--- src/rtl/hzc_pkg.sv ---
package hzc_pkg;

    typedef enum logic [1:0] {
        K_ALU   = 2'd0,
        K_LOAD  = 2'd1,
        K_STORE = 2'd2,
        K_OTHER = 2'd3
    } op_kind_e;

    typedef enum logic [1:0] {
        SEL_RF     = 2'd0,
        SEL_EX_ALU = 2'd1,
        SEL_M2_LD  = 2'd2,
        SEL_WB_LD  = 2'd3
    } src_sel_e;

    // Producer positions behind ID, youngest first
    localparam int unsigned POS_EX = 0;
    localparam int unsigned POS_M1 = 1;
    localparam int unsigned POS_M2 = 2;
    localparam int unsigned POS_WB = 3;
    localparam int unsigned N_PROD = 4;
    localparam int unsigned N_SRC  = 2;

    typedef struct packed {
        src_sel_e sel;
        logic     stall;
    } fwd_t;

    function automatic logic is_mem(op_kind_e k);
        return (k == K_LOAD) || (k == K_STORE);
    endfunction

    function automatic logic writes_reg(op_kind_e k);
        return (k == K_ALU) || (k == K_LOAD);
    endfunction

    // Decision for the youngest matching writer found at position pos
    function automatic fwd_t classify_hit(int unsigned pos, op_kind_e k);
        fwd_t r;
        r.sel   = SEL_RF;
        r.stall = 1'b0;
        if (k == K_ALU) begin
            if (pos == POS_EX) r.sel = SEL_EX_ALU;
        end else begin
            case (pos)
                POS_EX, POS_M1: r.stall = 1'b1;
                POS_M2:         r.sel   = SEL_M2_LD;
                default:        r.sel   = SEL_WB_LD;
            endcase
        end
        return r;
    endfunction

endpackage

--- src/rtl/hzc_operand_resolve.sv ---
module hzc_operand_resolve
    import hzc_pkg::*;
#(
    parameter int unsigned REG_AW = 5,
    parameter int unsigned NPROD  = N_PROD
) (
    input  logic              clk,
    input  logic              rst,
    input  logic [NPROD-1:0]  p_valid,
    input  op_kind_e          p_kind [NPROD],
    input  logic [REG_AW-1:0] p_rd   [NPROD],
    input  logic [REG_AW-1:0] rs,
    output src_sel_e          sel,
    output logic              dep_stall
);

    logic [NPROD-1:0] hit;

    for (genvar g = 0; g < NPROD; g++) begin : g_match
        assign hit[g] = p_valid[g] && writes_reg(p_kind[g]) &&
                        (p_rd[g] == rs) && (rs != '0);
    end

    always_comb begin
        fwd_t res;
        logic found;
        res   = '{sel: SEL_RF, stall: 1'b0};
        found = 1'b0;
        for (int i = 0; i < NPROD; i++) begin
            if (!found && hit[i]) begin
                found = 1'b1;
                res   = classify_hit(i, p_kind[i]);
            end
        end
        sel       = res.sel;
        dep_stall = res.stall;
    end

    assert_ex_src_real_R1: assert property (@(posedge clk) disable iff (rst)
        (sel == SEL_EX_ALU) |-> (p_valid[POS_EX] && p_kind[POS_EX] == K_ALU &&
                                 p_rd[POS_EX] == rs && rs != '0));

    assert_m2_src_real_R3: assert property (@(posedge clk) disable iff (rst)
        (sel == SEL_M2_LD) |-> (p_valid[POS_M2] && p_kind[POS_M2] == K_LOAD &&
                                p_rd[POS_M2] == rs));

    assert_zero_src_quiet_R6: assert property (@(posedge clk) disable iff (rst)
        (rs == '0) |-> (sel == SEL_RF && !dep_stall));

endmodule

--- src/rtl/hzc_interlock.sv ---
module hzc_interlock
    import hzc_pkg::*;
#(
    parameter int unsigned NSRC = N_SRC
) (
    input  logic            clk,
    input  logic            rst,
    input  logic            id_valid,
    input  op_kind_e        id_kind,
    input  logic            ex_valid,
    input  op_kind_e        ex_kind,
    input  logic [NSRC-1:0] dep_stall,
    input  logic            trap,
    output logic            stall_id
);

    logic mem_then_alu;

    assign mem_then_alu = (id_kind == K_ALU) && ex_valid && is_mem(ex_kind);
    assign stall_id     = id_valid && !trap && ((|dep_stall) || mem_then_alu);

    assert_idle_id_R11: assert property (@(posedge clk) disable iff (rst)
        !id_valid |-> !stall_id);

    assert_mem_alu_hold_R5: assert property (@(posedge clk) disable iff (rst)
        (id_valid && id_kind == K_ALU && ex_valid && ex_kind == K_STORE && !trap)
        |-> stall_id);

endmodule

--- src/rtl/hzc_trap_ctl.sv ---
module hzc_trap_ctl
    import hzc_pkg::*;
#(
    parameter int unsigned REG_AW = 5
) (
    input  logic              clk,
    input  logic              rst,
    input  logic              m2_valid,
    input  op_kind_e          m2_kind,
    input  logic              m2_fault,
    input  logic              ex_valid,
    input  op_kind_e          ex_kind,
    input  logic [REG_AW-1:0] ex_rd,
    output logic              trap,
    output logic [3:0]        kill_vec,
    output logic              alu_wr_en
);

    assign trap      = m2_valid && is_mem(m2_kind) && m2_fault;
    assign kill_vec  = {4{trap}};
    assign alu_wr_en = ex_valid && (ex_kind == K_ALU) && (ex_rd != '0) && !trap;

    assert_fault_filter_R10: assert property (@(posedge clk) disable iff (rst)
        (!m2_valid || m2_kind == K_ALU || m2_kind == K_OTHER) |-> !trap);

    assert_trap_blocks_write_R9: assert property (@(posedge clk) disable iff (rst)
        trap |-> !alu_wr_en);

endmodule

--- src/rtl/hzc_ctrl.sv ---
module hzc_ctrl
    import hzc_pkg::*;
#(
    parameter int unsigned REG_AW = 5
) (
    input  logic              clk,
    input  logic              rst,
    input  logic              id_valid,
    input  logic [1:0]        id_kind,
    input  logic [REG_AW-1:0] id_rs1,
    input  logic [REG_AW-1:0] id_rs2,
    input  logic              ex_valid,
    input  logic [1:0]        ex_kind,
    input  logic [REG_AW-1:0] ex_rd,
    input  logic              m1_valid,
    input  logic [1:0]        m1_kind,
    input  logic [REG_AW-1:0] m1_rd,
    input  logic              m2_valid,
    input  logic [1:0]        m2_kind,
    input  logic [REG_AW-1:0] m2_rd,
    input  logic              m2_fault,
    input  logic              wb_valid,
    input  logic [1:0]        wb_kind,
    input  logic [REG_AW-1:0] wb_rd,
    output logic [1:0]        src_sel_a,
    output logic [1:0]        src_sel_b,
    output logic              stall_id,
    output logic              kill_if,
    output logic              kill_id,
    output logic              kill_ex,
    output logic              kill_m1,
    output logic              trap_req,
    output logic              alu_wr_en
);

    logic [N_PROD-1:0] p_valid;
    op_kind_e          p_kind [N_PROD];
    logic [REG_AW-1:0] p_rd   [N_PROD];
    logic [REG_AW-1:0] rs_arr [N_SRC];
    src_sel_e          sel_arr[N_SRC];
    logic [N_SRC-1:0]  dep_vec;
    logic              trap;
    logic [3:0]        kill_vec;

    assign p_valid = {wb_valid, m2_valid, m1_valid, ex_valid};
    assign p_kind[POS_EX] = op_kind_e'(ex_kind);
    assign p_kind[POS_M1] = op_kind_e'(m1_kind);
    assign p_kind[POS_M2] = op_kind_e'(m2_kind);
    assign p_kind[POS_WB] = op_kind_e'(wb_kind);
    assign p_rd[POS_EX]   = ex_rd;
    assign p_rd[POS_M1]   = m1_rd;
    assign p_rd[POS_M2]   = m2_rd;
    assign p_rd[POS_WB]   = wb_rd;
    assign rs_arr[0]      = id_rs1;
    assign rs_arr[1]      = id_rs2;

    for (genvar s = 0; s < N_SRC; s++) begin : g_src
        hzc_operand_resolve #(.REG_AW(REG_AW), .NPROD(N_PROD)) u_res (
            .clk       (clk),
            .rst       (rst),
            .p_valid   (p_valid),
            .p_kind    (p_kind),
            .p_rd      (p_rd),
            .rs        (rs_arr[s]),
            .sel       (sel_arr[s]),
            .dep_stall (dep_vec[s])
        );
    end

    hzc_trap_ctl #(.REG_AW(REG_AW)) u_trap (
        .clk       (clk),
        .rst       (rst),
        .m2_valid  (m2_valid),
        .m2_kind   (op_kind_e'(m2_kind)),
        .m2_fault  (m2_fault),
        .ex_valid  (ex_valid),
        .ex_kind   (op_kind_e'(ex_kind)),
        .ex_rd     (ex_rd),
        .trap      (trap),
        .kill_vec  (kill_vec),
        .alu_wr_en (alu_wr_en)
    );

    hzc_interlock #(.NSRC(N_SRC)) u_lock (
        .clk       (clk),
        .rst       (rst),
        .id_valid  (id_valid),
        .id_kind   (op_kind_e'(id_kind)),
        .ex_valid  (ex_valid),
        .ex_kind   (op_kind_e'(ex_kind)),
        .dep_stall (dep_vec),
        .trap      (trap),
        .stall_id  (stall_id)
    );

    assign src_sel_a = sel_arr[0];
    assign src_sel_b = sel_arr[1];
    assign trap_req  = trap;
    assign kill_if   = kill_vec[3];
    assign kill_id   = kill_vec[2];
    assign kill_ex   = kill_vec[1];
    assign kill_m1   = kill_vec[0];

    assert_trap_kills_all_R8: assert property (@(posedge clk) disable iff (rst)
        trap_req |-> (kill_if && kill_id && kill_ex && kill_m1 && !stall_id));

    assert_load_ex_dep_R4: assert property (@(posedge clk) disable iff (rst)
        (id_valid && !trap_req && ex_valid && ex_kind == 2'd1 &&
         ex_rd == id_rs1 && id_rs1 != '0) |-> stall_id);

    assert_mem_alu_stall_R5: assert property (@(posedge clk) disable iff (rst)
        (id_valid && id_kind == 2'd0 && ex_valid && ex_kind == 2'd1 && !trap_req)
        |-> stall_id);

    assert_alu_write_ok_R9: assert property (@(posedge clk) disable iff (rst)
        alu_wr_en |-> (ex_valid && ex_kind == 2'd0 && ex_rd != '0));

endmodule

--- config.mk ---
export PLATFORM = sky130hd
export DESIGN_NAME = hzc_ctrl
export DESIGN_NICKNAME = d
export VERILOG_FILES = /design/src/rtl/hzc_pkg.sv /design/src/rtl/hzc_operand_resolve.sv /design/src/rtl/hzc_interlock.sv /design/src/rtl/hzc_trap_ctl.sv /design/src/rtl/hzc_ctrl.sv
export SDC_FILE = /design/constraint.sdc
export NUM_CORES = 1
export LEC_CHECK = 0
export BUFFER_PORTS_ARGS = -buffer_cell sky130_fd_sc_hd__buf_2
export CORE_AREA = 2 2 50 52
export DETAILED_ROUTE_END_ITERATION = 6
export DIE_AREA = 0 0 52 54
export PLACE_DENSITY = 0.84
export SLEW_MARGIN = 20
export SYNTH_ARGS = -nofsm -noshare
export SYNTH_HDL_FRONTEND = slang
export SYNTH_HIERARCHICAL = 1
export SYNTH_SLANG_ARGS = --single-unit
--- constraint.sdc ---
create_clock -name vclk -period 2.54
set_input_delay 0.508 -clock vclk [all_inputs]
set_output_delay 0.508 -clock vclk [all_outputs]
set_load 0.01 [all_outputs]
==> results of run 1 <==
-- critical path, delay by kind of cell --
| kind | cells | cell delay, ps |
|---|---|---|
| compound gates | 1 | 210 |
| mux | 1 | 300 |
| buf+inv | 2 | 240 |
| simple gates | 4 | 820 |
-- kinds of logic (layout without fill, tap and decap cells) --
kind of cell,after synthesis,count (layout),share of synthesized area (%)
AO/OA/AOI/OAI,8,8,9.829
XOR/XNOR,42,42,41.88
buffers and inverters,14,75,10.54
multiplexers,1,1,1.282
AND/OR/NAND/NOR,46,46,36.47
-- final cells by class --
type | instances | area, um2
multi-input combinational | 97 | 889.6
tap | 30 | 37.54
timing repair buffer | 75 | 432.9
fill | 221 | 959.7
-- layout by cell type (no fill, tap or decap) --
cell	n
xnor2_1	33
o41ai_4	1
nor4b_1	1
or3_4	3
and3_1	1
a2111oi_4	1
o21ai_1	1
o211ai_1	1
nand2b_4	1
buf_6	2
nand4_1	8
nor4_2	1
mux2_4	1
nand2b_1	1
xor2_1	4
or4_4	2
xnor2_2	5
or4_1	2
nor2_1	8
o32ai_1	1
buf_4	18
nor2_8	1
nor4_1	1
nand4b_1	2
nor2b_1	1
nor2_4	1
or2_2	1
o211ai_2	1
a211oi_2	1
nand3b_1	5
nor3_1	4
buf_2	55
a311oi_2	1
nor3b_2	1
nor3_4	1
-- how the worst min path moves through the flow --
stage                     startpoint        end  slack [ps]  depth (start not counted)
after floorplan             ex_valid  alu_wr_en        1110                          2
after detailed placement    id_valid   stall_id        1350                          3
after CTS                   id_valid   stall_id        1350                          3
final                       id_valid   stall_id        1350                          3
after global placement      id_valid   stall_id        1350                          3
after global routing        id_valid   stall_id        1380                          3
-- where the power goes --
part | internal [mW] | total [mW] | switching [mW]
registers | 0 | 0 | 0
logic | 0.106 | 0.199 | 0.0925
clock network | 0 | 0 | 0
total | 0.106 | 0.199 | 0.0925
-- per-layer routing --
layer  wire length (um)  GRT usage, %  share of wire (%)  up-vias
li1                   -             -                  -      513
met1               1099         22.62                 41      461
met2               1449         37.55                 54       36
met3                153        0.8333                5.7        0
met4                  0         2.193                  0        0
met5                  0             0                  0        -
-- metrics by stage --
stage | instance area (um2) | utilization [%] | instances | worst slack [ps] | hold slack (ps)
after global placement | 1255 | 54.10 | 200 | -83.03 | 1348
final | 1360 | 58.63 | 202 | -48.55 | 1350
after detailed placement | 1255 | 54.10 | 200 | -113.1 | 1350
after global routing | 1360 | 58.63 | 202 | -100.7 | 1383
after floorplan | 907.1 | - | 111 | 5.948 | 1107
after CTS | 1285 | 55.39 | 200 | -61.84 | 1351
-- what timing repair did --
item                       4_1_cts  5_1_grt
setup endpoints to repair        3        4
setup buffers                    0        2
pin swaps                        2        7
resized for setup                4        9
==> flow_metrics.env, run 1 <==
export IMPL_status="complete, but fails checks"
export IMPL_violations="negative setup slack"
export IMPL_ioPinCount=59
export IMPL_routedWlPerCell_um=13.38
export IMPL_antenna_found_initial=0
export IMPL_crit_chain="buf_6 > or4_4 > nor2_8 > nor3_4 > mux2_4 > a311oi_2 > nor3b_2 > buf_2"
export IMPL_endpoint="stall_id"
export IMPL_rsz0062_at_grt="yes"
export IMPL_relSlewSlack_pct=59.34
export IMPL_firstDrtPassIters=2
export IMPL_core_area_um2=2320
export IMPL_finalSetupViolations=2
export IMPL_maxCapViolCount=0
export IMPL_yosys_warnings=6
export IMPL_grt_max_degree=8
export IMPL_netlist_top_cells_count="xnor2_1 (38), buf_2 (8), nand4_1 (8), nor2_1 (8)"
export IMPL_n_antenna_cell=0
export IMPL_layout_setup_ws_ps=-48.55
export IMPL_slowest_stage="or4_4"
export IMPL_holdBufCountCts=0
export IMPL_nNetsFinal=222
export IMPL_ys_types=33
export IMPL_drtAntennaViolNets=0
export IMPL_worstSetupStartpointType="input pin"
export IMPL_ir_drop_v=0.00006749
export IMPL_dp_hpwl_um=2279
export IMPL_syn_area_um2=878.3
export IMPL_power_uw=198.7
export IMPL_globalRouteOverflowTotal=0
export IMPL_yosys_top_cells_area="xnor2_1 (38%), nand4_1 (5.7%), buf_2 (4.6%)"
export IMPL_drc=0
export IMPL_grt_pass1_vias=974
export IMPL_start_util_pct=37.86
export IMPL_ys_seq_area_share_pct=0
export IMPL_area_growth_pct=54.84
export IMPL_drtIter0Drc=6
export IMPL_gp_congestion=0.7883
export IMPL_finalSetupTns_ps=-75.24
export IMPL_crit_arrival_ps=2080
export IMPL_critPathMaxFanout=4
export IMPL_tightestPinTransition_ps=605.3
export IMPL_leakagePower_nw=0.5742
export IMPL_drt_total_wl_um=2702
export IMPL_cp_slowest_stage_delay_ps=560
export IMPL_synth_top_area_share_pct=37.89
export IMPL_grt_pass1_wl_um=4112
export IMPL_syn_inst=111
export IMPL_viasPerCell=5.000
export IMPL_std_cell_rows=18
export IMPL_die_area_um2=2808
export IMPL_crit_start="id_rs2[2]"
export IMPL_num_vias=1010
export IMPL_endpoint_kind="output pin"
export IMPL_cp_required_ps=2030
export IMPL_synth_most_common_cell="xnor2_1"
export IMPL_maxSlewViolCount=0
export IMPL_seq_cells=0
export IMPL_die_x_um=52
export IMPL_yosys_area_top_type="xnor2_1"
export IMPL_die_y_um=54
export IMPL_drive_above_1_share_pct=56.98
export IMPL_synth_fp_nets=159
export IMPL_grtUsageTotal_pct=18.84
export IMPL_syn_avg_cell_area_um2=7.913
export IMPL_finalCritPeriodShare_pct=101.9
export IMPL_fmax_mhz=386.3
export IMPL_p_per_area_nw_per_um2=146.1
export IMPL_io_buffers=57
export IMPL_hp_class="input pin to output pin"
export IMPL_seq_area_um2=0
export IMPL_final_hold_viol_count=0
export IMPL_setup_worst_path_class="input pin to output pin"
export IMPL_nClkBuffers=0
export IMPL_finalWorstPathRequiredPeriod_ps=2589
(Power assumes the default switching activity.)
==> run 2: changes to the inputs <==
Settings changed: ABC_AREA set to 1, CELL_PAD_IN_SITES_DETAIL_PLACEMENT set to 0, CELL_PAD_IN_SITES_GLOBAL_PLACEMENT set to 2, CORE_AREA 2 2 50 52 to 2 2 94 96, DIE_AREA 0 0 52 54 to 0 0 96 98, PLACE_DENSITY 0.84 to 0.83.
==> flow_metrics.env, run 2 <==
export IMPL_viasPerCell=3.980
export IMPL_firstDrtPassIters=4
export IMPL_yosys_warnings=6
export IMPL_maxCapViolCount=0
export IMPL_syn_area_um2=1645
export IMPL_cp_required_ps=2030
export IMPL_synth_most_common_cell="nand2_1"
export IMPL_finalSetupTns_ps=0
export IMPL_antenna_found_initial=0
export IMPL_slowest_stage="nand4_1"
export IMPL_crit_buf_inv=3
export IMPL_hold_path_startpoint="id_valid"
export IMPL_area_growth_pct=22.81
export IMPL_final_area_um2=2021
export IMPL_crit_arrival_ps=1800
export IMPL_final_hold_viol_count=0
export IMPL_worstSetupStartpointType="input pin"
export IMPL_maxSlewViolCount=0
export IMPL_ys_seq_area_share_pct=0
export IMPL_nNetsFinal=485
export IMPL_yosys_area_top_type="nand2_1"
export IMPL_dpl_cell_area_um2=2021
export IMPL_multiInputGateArea_um2=1311
export IMPL_start_util_pct=19.44
export IMPL_grt_max_degree=9
export IMPL_placed_cells=543
export IMPL_hold_path_end="stall_id"
export IMPL_instances_no_fill=543
export IMPL_drtIter0Drc=95
export IMPL_die_y_um=98
export IMPL_final_common_cell="nand2_1"
export IMPL_ioPinCount=59
export IMPL_die_area_um2=9408
export IMPL_drive_above_1_share_pct=23.91
export IMPL_cp_slowest_stage_delay_ps=240
export IMPL_synth_fp_nets=432
export IMPL_nClkBuffers=0
export IMPL_critPathMaxFanout=7
export IMPL_io_buffers=57
export IMPL_ir_drop_v=0.00004127
export IMPL_dp_hpwl_um=4884
export IMPL_fmax_mhz=433.8
export IMPL_gp_congestion=0.7796
export IMPL_die_x_um=96
export IMPL_globalRouteOverflowTotal=0
export IMPL_n_antenna_cell=0
export IMPL_rsz0062_at_grt="no"
export IMPL_post_cts_buffers=0
export IMPL_status="finished clean"
export IMPL_finalCritPeriodShare_pct=90.75
export IMPL_syn_avg_cell_area_um2=4.285
export IMPL_setup_worst_path_class="input pin to output pin"
export IMPL_leakagePower_nw=1.337
export IMPL_p_per_area_nw_per_um2=141.1
export IMPL_cts_resized=0
export IMPL_yosys_top_cells_area="nand2_1 (41%), inv_1 (15%), nor2_1 (14%)"
export IMPL_core_area_um2=8466
export IMPL_crit_chain="buf_2 > inv_2 > nand4_1 > nand2_1 > nor2_1 > o21ai_0 > o21ai_1 > nor2_1 > a21oi_2 > buf_2"
export IMPL_grt_pass1_wl_um=9177
export IMPL_fillers=1028
export IMPL_place_ws_ps=237.7
export IMPL_grtUsageTotal_pct=12.07
export IMPL_drt_total_wl_um=5667
export IMPL_whs_ps=1355
export IMPL_whs_path_depth=4
export IMPL_finalSetupViolations=0
export IMPL_synth_top_area_share_pct=41.06
export IMPL_netlist_top_cells_count="nand2_1 (180), inv_1 (66), nor2_1 (63), nand2_2 (12)"
export IMPL_most_common_layout_cells="nand2_1 (180), inv_1 (66), nor2_1 (63)"
export IMPL_endpoint_kind="output pin"
export IMPL_ys_types=21
export IMPL_seq_cells=0
export IMPL_seq_area_um2=0
export IMPL_relSlewSlack_pct=84.02
export IMPL_grt_pass1_vias=1949
export IMPL_drc=0
export IMPL_std_cell_rows=34
export IMPL_cpLargestDelayFamily="simple AND/OR/NAND/NOR gates"
export IMPL_layout_setup_ws_ps=235.0
export IMPL_drtAntennaViolNets=0
export IMPL_num_vias=2161
export IMPL_tightestPinTransition_ps=238.9
export IMPL_holdBufCountCts=0
export IMPL_routedWlPerCell_um=10.44
export IMPL_hp_class="input pin to output pin"
export IMPL_finalWorstPathRequiredPeriod_ps=2305
export IMPL_syn_inst=384
[run 2: changes by cell type in the layout (fill, tap and decap cells not counted), moves of 10 or more]
cell	before	now
buf_4	18	0
xnor2_1	33	2
nand2_2	0	12
nand3_1	0	11
inv_1	0	66
nor2_1	8	63
inv_2	0	10
nor2_2	0	11
nand2_1	0	180
[run 2: worst min-delay path, stage by stage]
cell	delay, ps
buf_2	90
nand2_1	80
a21oi_2	30
buf_2	130
[run 2: layer usage]
| layer | share of wire [%] | routed length, um | GRT usage, % |
|---|---|---|---|
| met3 | 3.8 | 214 | 0.1543 |
| met1 | 50 | 2844 | 17.64 |
| met5 | 0 | 0 | 0 |
| met2 | 46 | 2608 | 20.89 |
| met4 | 0 | 0 | 0.1099 |
[run 2: metrics by stage]
step                      util [%]  total power [mW]
final                        23.87            0.2852
after global routing         23.87            0.3293
after CTS                    23.87            0.2893
after detailed placement     23.87            0.2883
after global placement       23.87            0.2858
after floorplan                  -            0.1783
[run 2: kinds of logic (layout without fill, tap and decap cells)]
logic type | count (synthesis) | after routing | share of synthesized area, %
xor gates and xnor gates | 2 | 2 | 1.065
AOI/OAI and AO/OA | 6 | 6 | 2.281
buffers and inverters | 83 | 134 | 20.30
and+or+nand+nor | 293 | 293 | 76.35
[run 2: how the worst max path moves through the flow]
stage | slack (ps) | endpoint | cells after the start | startpoint
3_3_place_gp | 250 | stall_id | 10 | id_rs2[3]
3_5_place_dp | 240 | stall_id | 10 | id_rs2[3]
6_report | 230 | stall_id | 10 | id_rs2[3]
5_1_grt | 60 | stall_id | 12 | id_rs2[1]
2_1_floorplan | 580 | stall_id | 11 | id_rs2[4]
4_1_cts | 230 | stall_id | 10 | id_rs2[3]
[run 2: final cells by class]
type | instances | area share (%)
well taps | 108 | 6.687
repair buffers | 57 | 14.12
multi-input cells | 301 | 64.89
inverters | 77 | 14.30
[run 2: power by group]
part | internal (mW) | switching, mW | total (mW) | leakage (nW)
sequential | 0 | 0 | 0 | 0
combinational | 0.100 | 0.185 | 0.285 | 1.34
clock | 0 | 0 | 0 | 0
==> run 3: changes to the inputs <==
Settings changed: PLACE_DENSITY 0.83 to 0.78.
==> flow_metrics.env, run 3 (synthesis results as in run 2) <==
export IMPL_die_x_um=96
export IMPL_multiInputGateArea_um2=1311
export IMPL_worstSetupStartpointType="input pin"
export IMPL_seq_area_um2=0
export IMPL_crit_top_cell="nand2_1"
export IMPL_num_vias=2123
export IMPL_tightestPinTransition_ps=226.2
export IMPL_routedWlPerCell_um=10.42
export IMPL_fillers=1050
export IMPL_die_y_um=98
export IMPL_n_antenna_cell=0
export IMPL_io_buffers=57
export IMPL_endpoint_kind="output pin"
export IMPL_maxCapViolCount=0
export IMPL_firstDrtPassIters=4
export IMPL_grtUsageTotal_pct=11.88
export IMPL_finalSetupTns_ps=0
export IMPL_die_area_um2=9408
export IMPL_grt_pass1_wl_um=8928
export IMPL_start_util_pct=19.44
export IMPL_viasPerCell=3.910
export IMPL_post_cts_buffers=0
export IMPL_leakagePower_nw=1.337
export IMPL_status="finished clean"
export IMPL_seq_cells=0
export IMPL_slowest_stage="buf_2"
export IMPL_grt_pass1_vias=1888
export IMPL_p_per_area_nw_per_um2=140.7
export IMPL_nNetsFinal=485
export IMPL_relSlewSlack_pct=84.88
export IMPL_antenna_found_initial=0
export IMPL_placed_cells=543
export IMPL_instances_no_fill=543
export IMPL_crit_chain="buf_2 > inv_2 > nand2_1 > nand2_1 > nor2_1 > nand2_1 > nor2_2 > nand2_1 > o21ai_1 > nor2_1 > a21oi_2 > buf_2"
export IMPL_grt_max_degree=9
export IMPL_layout_setup_ws_ps=231.4
export IMPL_nClkBuffers=0
export IMPL_gp_congestion=0.8529
export IMPL_dp_hpwl_um=4894
export IMPL_cts_resized=0
export IMPL_drive_above_1_share_pct=23.91
export IMPL_final_hold_viol_count=0
export IMPL_finalCritPeriodShare_pct=90.89
export IMPL_finalWorstPathRequiredPeriod_ps=2309
export IMPL_critPathMaxFanout=7
export IMPL_drt_total_wl_um=5660
export IMPL_globalRouteOverflowTotal=0
export IMPL_fmax_mhz=433.2
export IMPL_crit_arrival_ps=1800
export IMPL_area_growth_pct=22.81
export IMPL_ioPinCount=59
export IMPL_final_common_cell="nand2_1"
export IMPL_drc=0
export IMPL_drtIter0Drc=57
export IMPL_cp_required_ps=2030
export IMPL_rsz0062_at_grt="no"
export IMPL_finalSetupViolations=0
export IMPL_hp_class="input pin to output pin"
export IMPL_core_area_um2=8466
export IMPL_setup_worst_path_class="input pin to output pin"
export IMPL_cp_slowest_stage_delay_ps=190
export IMPL_ir_drop_v=0.00004623
export IMPL_maxSlewViolCount=0
export IMPL_most_common_layout_cells="nand2_1 (180), inv_1 (66), nor2_1 (63)"
export IMPL_std_cell_rows=34
export IMPL_drtAntennaViolNets=0
export IMPL_place_ws_ps=212.4
export IMPL_holdBufCountCts=0
==> run 3: power breakdown <==
part	internal [mW]	switching [mW]
Combinational	0.100	0.184
Clock	0	0
Sequential	0	0
Total	0.100	0.184
==> run 3: stage by stage <==
step	total power, mW	utilization [%]	hold slack, ps	cell area, um2
floorplan	0.1783	-	1116	1645
global placement	0.2864	23.87	1358	2021
detailed placement	0.2887	23.87	1363	2021
global route	0.3274	23.87	1382	2021
finish	0.2844	23.87	1356	2021
CTS	0.2897	23.87	1364	2021
==> run 3: layout make-up <==
| type | instances | share of cell area (%) |
|---|---|---|
| timing repair buffer | 57 | 14.12 |
| inverter | 77 | 14.30 |
| tap | 108 | 6.687 |
| multi-input combinational | 301 | 64.89 |
==> run 3: worst max-delay path: cells and delay by family <==
family / cells / cell delay (ps)
compound gates: 2 / 230
buf+inv: 3 / 440
simple gates: 7 / 620
==> run 3: final timing paths <==
kind	startpoint	cells past startpoint	slack, ps	endpoint
worst min-delay path	id_valid	4	1360	stall_id
worst max-delay path	id_rs2[3]	12	230	stall_id
==> run 3: layer usage <==
metal  up-vias  GRT usage (%)  wire (um)
met5         -              0          0
met4         0         0.9890         40
met3         4         0.3086        209
met2        39          20.78       2541
met1       874          16.71       2869
li1       1206              -          -
